$ cat config.mk
export PLATFORM = sky130hd
export DESIGN_NAME = cmd_stream_parser
export DESIGN_NICKNAME = d
export VERILOG_FILES = /design/src/rtl/cmdp_pkg.sv /design/src/rtl/cmdp_hdr_fields.sv /design/src/rtl/cmdp_mask_walk.sv /design/src/rtl/cmd_stream_parser.sv
export SDC_FILE = /design/constraint.sdc
export NUM_CORES = 1
export LEC_CHECK = 0
export BUFFER_PORTS_ARGS = -buffer_cell sky130_fd_sc_hd__buf_2
export CAP_MARGIN = 20
export CORE_UTILIZATION = 47
export CTS_BUF_LIST = sky130_fd_sc_hd__clkbuf_2 sky130_fd_sc_hd__clkbuf_4 sky130_fd_sc_hd__clkbuf_8
export DETAILED_ROUTE_END_ITERATION = 12
export PLACE_DENSITY = 0.7
export SLEW_MARGIN = 10
export SYNTH_ARGS = -nofsm -noshare
export SYNTH_HDL_FRONTEND = slang
export SYNTH_SLANG_ARGS = --single-unit
$ cat constraint.sdc
create_clock -name clk -period 5.72 [get_ports clk]
set_clock_uncertainty 0.05 [all_clocks]
set_input_delay 0.858 -clock clk [delete_from_list [all_inputs] [get_ports clk]]
set_output_delay 0.858 -clock clk [all_outputs]
set_load 0.02 [all_outputs]
$ cat src/rtl/cmdp_pkg.sv
package cmdp_pkg;
    parameter int WORD_W  = 32;
    parameter int OP_W    = 4;
    parameter int OFF_W   = 12;
    parameter int CNT_W   = 16;
    parameter int CLS_W   = 10;
    parameter int SMASK_W = 6;
    parameter int GCNT_W  = 14;
    parameter int LOCK_W  = 8;
    parameter int SUB_W   = 4;
    parameter int SHIFT   = 4;
    localparam int IDX_W  = $clog2(CNT_W);

    typedef enum logic [OP_W-1:0] {
        OP_SETCLASS = 4'd0,
        OP_INCR     = 4'd1,
        OP_NONINCR  = 4'd2,
        OP_MASK     = 4'd3,
        OP_IMM      = 4'd4,
        OP_RESTART  = 4'd5,
        OP_GATHER   = 4'd6,
        OP_EXTEND   = 4'd14
    } op_e;

    typedef enum logic [2:0] {
        ST_HEADER,
        ST_SEQ,
        ST_FIXED,
        ST_MASKED,
        ST_GATHER_ADDR
    } state_e;

    typedef struct packed {
        logic [OP_W-1:0]    op;
        logic [OFF_W-1:0]   offset;
        logic [CLS_W-1:0]   class_id;
        logic [SMASK_W-1:0] smask;
        logic [CNT_W-1:0]   wide;
        logic               g_ins;
        logic               g_type;
        logic [GCNT_W-1:0]  g_cnt;
        logic [SUB_W-1:0]   subop;
        logic [LOCK_W-1:0]  lock_idx;
        logic [WORD_W-1:0]  restart;
    } hdr_t;
endpackage

$ cat src/rtl/cmdp_hdr_fields.sv
module cmdp_hdr_fields
    import cmdp_pkg::*;
(
    input  logic [WORD_W-1:0] word,
    output hdr_t              hdr
);
    always_comb begin
        hdr.op       = word[WORD_W-1 -: OP_W];
        hdr.offset   = word[CNT_W +: OFF_W];
        hdr.class_id = word[SMASK_W +: CLS_W];
        hdr.smask    = word[SMASK_W-1:0];
        hdr.wide     = word[CNT_W-1:0];
        hdr.g_ins    = word[GCNT_W+1];
        hdr.g_type   = word[GCNT_W];
        hdr.g_cnt    = word[GCNT_W-1:0];
        hdr.subop    = word[WORD_W-OP_W-1 -: SUB_W];
        hdr.lock_idx = word[LOCK_W-1:0];
        hdr.restart  = {word[WORD_W-SHIFT-1:0], {SHIFT{1'b0}}};
    end
endmodule

$ cat src/rtl/cmdp_mask_walk.sv
module cmdp_mask_walk #(
    parameter int W  = 16,
    parameter int IW = $clog2(W)
) (
    input  logic [W-1:0]  mask,
    output logic [IW-1:0] idx,
    output logic [W-1:0]  rest
);
    always_comb begin
        idx = '0;
        for (int i = W - 1; i >= 0; i--) begin
            if (mask[i]) idx = i[IW-1:0];
        end
    end

    assign rest = mask & (mask - 1'b1);
endmodule

$ cat src/rtl/cmd_stream_parser.sv
module cmd_stream_parser
    import cmdp_pkg::*;
(
    input  logic                clk,
    input  logic                rst,
    input  logic                in_valid,
    output logic                in_ready,
    input  logic [WORD_W-1:0]   in_data,
    output logic                wr_valid,
    output logic [OFF_W-1:0]    wr_offset,
    output logic [WORD_W-1:0]   wr_data,
    output logic                class_valid,
    output logic [CLS_W-1:0]    class_id,
    output logic                imm_valid,
    output logic [OFF_W-1:0]    imm_offset,
    output logic [CNT_W-1:0]    imm_data,
    output logic                restart_valid,
    output logic [WORD_W-1:0]   restart_addr,
    output logic                gather_valid,
    output logic [OFF_W-1:0]    gather_offset,
    output logic                gather_insert,
    output logic                gather_type,
    output logic [GCNT_W-1:0]   gather_count,
    output logic [WORD_W-1:0]   gather_addr,
    output logic                lock_acq_valid,
    output logic                lock_rel_valid,
    output logic [LOCK_W-1:0]   lock_index,
    output logic                ext_error,
    output logic                busy
);
    hdr_t                hdr;
    state_e              state_q, state_d;
    logic [OFF_W-1:0]    off_q, off_d;
    logic [CNT_W-1:0]    cnt_q, cnt_d;
    logic [CNT_W-1:0]    mask_q, mask_d;
    logic [IDX_W-1:0]    walk_idx;
    logic [CNT_W-1:0]    walk_rest;
    logic [OFF_W-1:0]    g_off_q, g_off_d;
    logic                g_ins_q, g_ins_d, g_type_q, g_type_d;
    logic [GCNT_W-1:0]   g_cnt_q, g_cnt_d;

    logic                wr_v_d, cls_v_d, imm_v_d, rst_v_d, gth_v_d;
    logic                acq_v_d, rel_v_d, err_d;
    logic [OFF_W-1:0]    wr_off_d, imm_off_d;
    logic [WORD_W-1:0]   wr_dat_d, rst_addr_d, gth_addr_d;
    logic [CLS_W-1:0]    cls_id_d;
    logic [CNT_W-1:0]    imm_dat_d;
    logic [LOCK_W-1:0]   lock_idx_d;

    cmdp_hdr_fields u_fields (
        .word (in_data),
        .hdr  (hdr)
    );

    cmdp_mask_walk #(.W(CNT_W), .IW(IDX_W)) u_walk (
        .mask (mask_q),
        .idx  (walk_idx),
        .rest (walk_rest)
    );

    assign in_ready = 1'b1;
    assign busy     = (state_q != ST_HEADER);

    // next-state and next-output logic
    always_comb begin
        state_d    = state_q;
        off_d      = off_q;
        cnt_d      = cnt_q;
        mask_d     = mask_q;
        g_off_d    = g_off_q;
        g_ins_d    = g_ins_q;
        g_type_d   = g_type_q;
        g_cnt_d    = g_cnt_q;
        wr_v_d     = 1'b0;
        cls_v_d    = 1'b0;
        imm_v_d    = 1'b0;
        rst_v_d    = 1'b0;
        gth_v_d    = 1'b0;
        acq_v_d    = 1'b0;
        rel_v_d    = 1'b0;
        err_d      = 1'b0;
        wr_off_d   = wr_offset;
        wr_dat_d   = wr_data;
        cls_id_d   = class_id;
        imm_off_d  = imm_offset;
        imm_dat_d  = imm_data;
        rst_addr_d = restart_addr;
        gth_addr_d = gather_addr;
        lock_idx_d = lock_index;

        unique case (state_q)
            ST_HEADER: begin
                if (in_valid) begin
                    case (op_e'(hdr.op))
                        OP_SETCLASS: begin
                            cls_v_d  = 1'b1;
                            cls_id_d = hdr.class_id;
                            if (hdr.smask != '0) begin
                                mask_d  = CNT_W'(hdr.smask);
                                off_d   = hdr.offset;
                                state_d = ST_MASKED;
                            end
                        end
                        OP_INCR: begin
                            if (hdr.wide != '0) begin
                                cnt_d   = hdr.wide;
                                off_d   = hdr.offset;
                                state_d = ST_SEQ;
                            end
                        end
                        OP_NONINCR: begin
                            if (hdr.wide != '0) begin
                                cnt_d   = hdr.wide;
                                off_d   = hdr.offset;
                                state_d = ST_FIXED;
                            end
                        end
                        OP_MASK: begin
                            if (hdr.wide != '0) begin
                                mask_d  = hdr.wide;
                                off_d   = hdr.offset;
                                state_d = ST_MASKED;
                            end
                        end
                        OP_IMM: begin
                            imm_v_d   = 1'b1;
                            imm_off_d = hdr.offset;
                            imm_dat_d = hdr.wide;
                        end
                        OP_RESTART: begin
                            rst_v_d    = 1'b1;
                            rst_addr_d = hdr.restart;
                        end
                        OP_GATHER: begin
                            g_off_d  = hdr.offset;
                            g_ins_d  = hdr.g_ins;
                            g_type_d = hdr.g_type;
                            g_cnt_d  = hdr.g_cnt;
                            state_d  = ST_GATHER_ADDR;
                        end
                        OP_EXTEND: begin
                            lock_idx_d = hdr.lock_idx;
                            if (hdr.subop == SUB_W'(0))      acq_v_d = 1'b1;
                            else if (hdr.subop == SUB_W'(1)) rel_v_d = 1'b1;
                            else                             err_d   = 1'b1;
                        end
                        default: ;
                    endcase
                end
            end
            ST_SEQ: begin
                if (in_valid) begin
                    wr_v_d   = 1'b1;
                    wr_off_d = off_q;
                    wr_dat_d = in_data;
                    off_d    = off_q + 1'b1;
                    cnt_d    = cnt_q - 1'b1;
                    if (cnt_q == CNT_W'(1)) state_d = ST_HEADER;
                end
            end
            ST_FIXED: begin
                if (in_valid) begin
                    wr_v_d   = 1'b1;
                    wr_off_d = off_q;
                    wr_dat_d = in_data;
                    cnt_d    = cnt_q - 1'b1;
                    if (cnt_q == CNT_W'(1)) state_d = ST_HEADER;
                end
            end
            ST_MASKED: begin
                if (in_valid) begin
                    wr_v_d   = 1'b1;
                    wr_off_d = off_q + OFF_W'(walk_idx);
                    wr_dat_d = in_data;
                    mask_d   = walk_rest;
                    if (walk_rest == '0) state_d = ST_HEADER;
                end
            end
            ST_GATHER_ADDR: begin
                if (in_valid) begin
                    gth_v_d    = 1'b1;
                    gth_addr_d = in_data;
                    state_d    = ST_HEADER;
                end
            end
            default: state_d = ST_HEADER;
        endcase
    end

    // state register
    always_ff @(posedge clk) begin
        if (rst) begin
            state_q  <= ST_HEADER;
            off_q    <= '0;
            cnt_q    <= '0;
            mask_q   <= '0;
            g_off_q  <= '0;
            g_ins_q  <= 1'b0;
            g_type_q <= 1'b0;
            g_cnt_q  <= '0;
        end else begin
            state_q  <= state_d;
            off_q    <= off_d;
            cnt_q    <= cnt_d;
            mask_q   <= mask_d;
            g_off_q  <= g_off_d;
            g_ins_q  <= g_ins_d;
            g_type_q <= g_type_d;
            g_cnt_q  <= g_cnt_d;
        end
    end

    // output register
    always_ff @(posedge clk) begin
        if (rst) begin
            wr_valid       <= 1'b0;
            wr_offset      <= '0;
            wr_data        <= '0;
            class_valid    <= 1'b0;
            class_id       <= '0;
            imm_valid      <= 1'b0;
            imm_offset     <= '0;
            imm_data       <= '0;
            restart_valid  <= 1'b0;
            restart_addr   <= '0;
            gather_valid   <= 1'b0;
            gather_offset  <= '0;
            gather_insert  <= 1'b0;
            gather_type    <= 1'b0;
            gather_count   <= '0;
            gather_addr    <= '0;
            lock_acq_valid <= 1'b0;
            lock_rel_valid <= 1'b0;
            lock_index     <= '0;
            ext_error      <= 1'b0;
        end else begin
            wr_valid       <= wr_v_d;
            wr_offset      <= wr_off_d;
            wr_data        <= wr_dat_d;
            class_valid    <= cls_v_d;
            class_id       <= cls_id_d;
            imm_valid      <= imm_v_d;
            imm_offset     <= imm_off_d;
            imm_data       <= imm_dat_d;
            restart_valid  <= rst_v_d;
            restart_addr   <= rst_addr_d;
            gather_valid   <= gth_v_d;
            gather_addr    <= gth_addr_d;
            if (gth_v_d) begin
                gather_offset <= g_off_q;
                gather_insert <= g_ins_q;
                gather_type   <= g_type_q;
                gather_count  <= g_cnt_q;
            end
            lock_acq_valid <= acq_v_d;
            lock_rel_valid <= rel_v_d;
            lock_index     <= lock_idx_d;
            ext_error      <= err_d;
        end
    end
endmodule

## Word level (Yosys, flattened, before mapping)

Index checks and enable logic that the tools add are counted.

| cells by class | value |
|---|---|
| add/subtract/negate cells | 4 |
| equality and inequality tests | 30 |
| multiplexer cells | 55 |
| bitwise operators | 5 |
| reductions and logical operators | 31 |

Operators by type and width:

| operator | count |
|---|---|
| 16-bit two-way mux | 7 |
| 16-bit case mux with 2 select lines | 3 |
| 12-bit two-way mux | 6 |
| 12-bit case mux with 2 select lines | 3 |
| 4-bit two-way mux | 16 |
| 16-bit by 1-bit subtractor with 16-bit output (second input constant) | 2 |
| 3-bit two-way mux | 10 |
| 3-bit AND reduction | 6 |
| 16-bit AND | 1 |
| 16-bit by 1-bit == test with 1-bit output (second input constant) | 1 |
| 16-bit logical NOT | 1 |
| 16-bit nonzero test | 1 |
| 3-bit != test (second input constant) | 5 |
| 3-bit case mux with 5 select lines | 1 |
| 2-bit != test (second input constant) | 7 |
| 12-bit by 1-bit adder with 12-bit output (second input constant) | 1 |
| 12-bit by 4-bit adder with 12-bit output | 1 |
| 4-bit by 3-bit == test with 1-bit output (second input constant) | 3 |
| 3-bit case mux with 4 select lines | 1 |
| 6-bit AND reduction | 2 |
| 11-bit AND reduction | 1 |
| 3-bit OR reduction | 3 |
| 4-bit by 1-bit == test with 1-bit output (second input constant) | 2 |
| 4-bit by 2-bit == test with 1-bit output (second input constant) | 2 |
| other kinds (20) | 39 |

| storage, ports and cells | value |
|---|---|
| register bits after elaboration | 261 |
| bits of input ports | 35 |
| output and inout bits | 192 |
| word-level logic and storage cells | 153 |

## Logic depth before layout (Yosys ltp)

| depth | value |
|---|---|
| depth after elaboration | 19 |
| mapped depth | 15 |

## By module

A second synthesis with hierarchy kept.

| second synthesis, totals | value |
|---|---|
| cell total of the unflattened synthesis | 1517 |
| area, all modules | 11981.5 um^2 |

By module, submodules not included:

| module | times used | cells an instance | area an instance (um^2) |
|---|---|---|---|
| cmd_stream_parser | 1 | 1358 | 10849.2 |
| cmdp_hdr_fields | 1 | 109 | 814.5 |
| cmdp_mask_walk | 1 | 50 | 317.8 |

## Worst setup path after synthesis

OpenSTA, ideal clock, no wires.

| timing | value |
|---|---|
| path type | reg-to-reg |
| start point | register mask_q[13] |
| end point | register wr_offset[8] |
| data arrival time | 2573 ps |
| data required time | 5584 ps |
| path slack | 3012 ps |
| cell stages (with the launch flop) | 16 |
| path buffers | 1 |
| clock period less this slack | 2708 ps |
| cell sequence | dfxtp_1 > clkbuf_1 > o21bai_1 > a21oi_1 > o21ai_0 > a21oi_1 > o31a_1 > ha_1 > inv_1 > fa_1 > nor2b_1 > o21ai_0 > a21oi_1 > nor3b_1 > xnor2_1 > a211oi_1 |

| between the ends | value |
|---|---|
| cells in the longest elaborated chain, start to end | 17 |

RTL lines:

| element | line | text |
|---|---|---|
| start: declaration | cmd_stream_parser.sv:35 | `logic [CNT_W-1:0] mask_q, mask_d;` |
| start signal: assignment | cmd_stream_parser.sv:205 | `mask_q <= mask_d;` |
| 4-bit two-way mux (14 in series) | cmdp_mask_walk.sv:12 | `if (mask[i]) idx = i[IW-1:0];` |
| 12-bit by 4-bit adder with 12-bit output | cmd_stream_parser.sv:173 | `wr_off_d = off_q + OFF_W'(walk_idx);` |
| 12-bit two-way mux | cmd_stream_parser.sv:171 | `if (in_valid) begin` |
| 12-bit case mux with 2 select lines | cmd_stream_parser.sv:91 | `unique case (state_q)` |
| end signal: assignment | cmd_stream_parser.sv:238 | `wr_offset <= wr_off_d;` |
| end: declaration | cmd_stream_parser.sv:10 | `output logic [OFF_W-1:0] wr_offset,` |

No other way between the ends. The select of a mux whose other input is x is not followed.
A chain may end at the register's enable or synchronous reset.

## Final worst setup path

| timing | value |
|---|---|
| start point | register mask_q[4] |
| end point | register wr_offset[8] |

| between the ends | value |
|---|---|
| cells in the longest elaborated chain, start to end | 8 |

RTL lines:

| element | line |
|---|---|
| 4-bit two-way mux (5 in series) | cmdp_mask_walk.sv:12 |
| 12-bit by 4-bit adder with 12-bit output | cmd_stream_parser.sv:173 |
| 12-bit two-way mux | cmd_stream_parser.sv:171 |
| 12-bit case mux with 2 select lines | cmd_stream_parser.sv:91 |

No other way between the ends. The select of a mux whose other input is x is not followed.

==> results_dict.tcl <==
set metrics [dict create \
    slew_viol_final 0 \
    die_outline_area_um2 23830 \
    grtUsageTotal_pct 27.72 \
    yosys_warnings 0 \
    cts_inserted_buffers 44 \
    routabilityCongestion 0.9118 \
    synth_area_um2 10910 \
    synth_flop_cell "dfxtp_1" \
    critical_path.max_stage_delay_ns 0.76 \
    drt.antenna.violating_nets 0 \
    drt-pass1-iter-count 8 \
    share_of_the_synthesized_area_in_the_top_cell_type_pct 47.87 \
    post-route-min-period_ns 3.055 \
    finalWorstSetupSlack_ns 2.665 \
    syn_to_final_growth_pct 18.78 \
    drtIter0Drc 837 \
    detailroute.wirelength.met2_um 15370 \
    max-cap-violations 0 \
    synth.distinct_cells 69 \
    power_per_cell_area_nw_per_um2 408.4 \
    grt_pass1_vias 9841 \
    via_per_inst 5.561 \
    tightestPinTransition_ns 1.148 \
    power.static_leakage_uw 0.005099 \
    drive_above_1_share_pct 20.68 \
    clkSinkCount 261 \
    overall_die_height_um 154.4 \
    critical_path.top_delay_family "simple AND/OR/NAND/NOR gates" \
    hold_path.class "reg -> reg" \
    critPathRequiredTime_ns 6.12 \
    post_drt_wl_per_cell_um 17.45 \
    clk_path_buf_depth 3 \
    synth_top_cell_by_area "dfxtp_1" \
    ys_seq_area_share_pct 47.87 \
    cts_tree "done" \
    globalRoute.totalOverflow 0 \
    fillerInstances 2194 \
    pin_count_of_the_biggest_net_entering_global_routing 135 \
    hold_viol 0 \
    detail_route.wirelength.met1_um 13970 \
    design_power_total_uw 5294 \
    setup-violations-final 0 \
    asyncSetResetFlopFracSynth_pct 0 \
    grt_setup_unrepaired "false" \
    post-synth-top-count-cell "nand2_1" \
    top_layer_used "met4" \
    timing.fmax_ghz 0.3273 \
    grt_antenna_before_repair 0 \
    path_buf_inv 0 \
    setup.worst_path.start_class "register" \
    via_count_of_the_routed_design 10590 \
    post_cts.resized_instances 0 \
    timing.critical_path.arrival_ns 3.45 \
    synth.top_cells.by_area "dfxtp_1 (48%), nand2_1 (15%), a21oi_1 (11%)" \
    cts.reportedPaths.clkPinSlew_ns 0.06 \
    first_pass_grt_wire_length_um 53010 \
    worst-path-max-fanout 9 \
    cts_root_buffer "clkbuf_8" \
    start_util_pct 48.06 \
    run_status "complete, no violations" \
    timing.critical_path.to_type "register" \
    final_core_utilization_pct 57.09 \
    wirelength_um 33230 \
    worst_case_vdd_ir_drop_mv 0.2210 \
    syn-mean-instance-area_um2 7.574 \
    synth_enable_flop_cells 0 \
    crit_path_frequent_cell "a21oi_1" \
    clock_latency_ns 0.54 \
    design.final.nets 1632 \
    post_cts_hold_buffer_count 0 \
    synth.ff_latch_count 261 \
    antenna-diode-count 0 \
    post_synth_inst_count 1441 \
    criticalPathCategory "reg -> reg" \
    top_level_ports 227 \
    drc_markers 0 \
    hold_ws_ns 0.3976 \
    total_negative_slack_for_setup_checks_ns 0 \
    critical-path-slowest-cell "nor4_2" \
    detailedPlace.worstSlack_ns 2.671 \
    placeableCoreArea_um2 22710 \
    crit_chain "nor4_2, a21oi_1, ha_1, nor2b_1, o21ai_0, a21oi_1, nor3b_1, xnor2_1, a211oi_1" \
    dp.final_hpwl_um 21370 \
    detailroute.wirelength.met3_um 3030 \
    final_min_period_over_clock_period_pct 53.41 \
    floorplan.die.width_um 154.4 \
    postCtsSetupRepairBufs 0 \
    portBuffers 221 \
    htree_num_levels 2 \
    worst_slew_margin_rel_pct 22.89 \
    std_cell_rows 55 \
    synthTopCellsByCount "nand2_1 (434), dfxtp_1 (261), a21oi_1 (236)" \
]
## power by group
part,leakage [uW],internal [uW],switching [uW],total [uW]
registers,0.00211,1970,130,2100
logic,0.00248,480,942,1420
clock network,0.000505,1030,743,1780
total,0.00510,3480,1820,5290
## final timing paths
path / startpoint / to / slack, ns / cells after the start
worst max-delay path: mask_q[4] / wr_offset[8] / 2.66 / 9
worst min-delay path: g_off_q[3] / gather_offset[3] / 0.40 / 2
worst max register to register: mask_q[4] / wr_offset[8] / 2.66 / 9
worst min register to register: g_off_q[3] / gather_offset[3] / 0.40 / 2
## flip-flops by register name (all words and copies together) (netlist names), 14 cells and up
signal and cells:
cnt_q 16, g_cnt_q 14, gather_addr 32, gather_count 14, imm_data 16, mask_q 16, restart_addr 28, wr_data 32
## area by class of cell
class / instances / area, um^2 / area share, %
clock buffers: 72 / 897.1 / 6.920
clock inverters: 5 / 56.30 / 0.4343
inverters: 15 / 56.30 / 0.4343
multi-input cells: 1034 / 5127 / 39.55
flip-flops and latches: 261 / 5225 / 40.30
well taps: 285 / 356.6 / 2.751
repair buffers: 233 / 1245 / 9.603
## per-stage QoR
| step | area, um^2 | std cells |
|---|---|---|
| floorplan | 10930 | 1444 |
| global placement | 11960 | 1825 |
| detailed placement | 12000 | 1827 |
| CTS | 12950 | 1904 |
| global route | 12960 | 1905 |
| finish | 12960 | 1905 |
## tightest hold or removal path: stages (launching register included)
cell	delay (ns)
dfxtp_1	0.30
nand2_1	0.05
a21oi_1	0.05
## logic make-up after synthesis
family	Yosys count	share of synthesized area, %
mux	10	0.9172
buf+inv	149	5.422
compound gates	365	19.11
xor+xnor	11	0.8827
fa+ha+maj	9	1.078
simple gates	634	24.65
flops	261	47.87
other cells	2	0.06881
## routing by layer
metal	global-route usage [%]	vias up
met5	0	-
met4	9.524	0
met3	6.248	75
met2	45.22	442
met1	36.18	4941
li1	-	5135
## cells in the final DEF, fill, tap and decap left out, drive strengths merged, types with 8 or more instances in the layout
cell and instances:
nand3 30, clkbuf 73, a21oi 236, nand2 434
xnor2 10, mux2i 10, nor2 77, dfxtp 261
nor3 27, a311oi 8, nor4 10, buf 232
o21ai 45, a211oi 17, inv 16, o31ai 8
(Power assumes the default switching activity.)
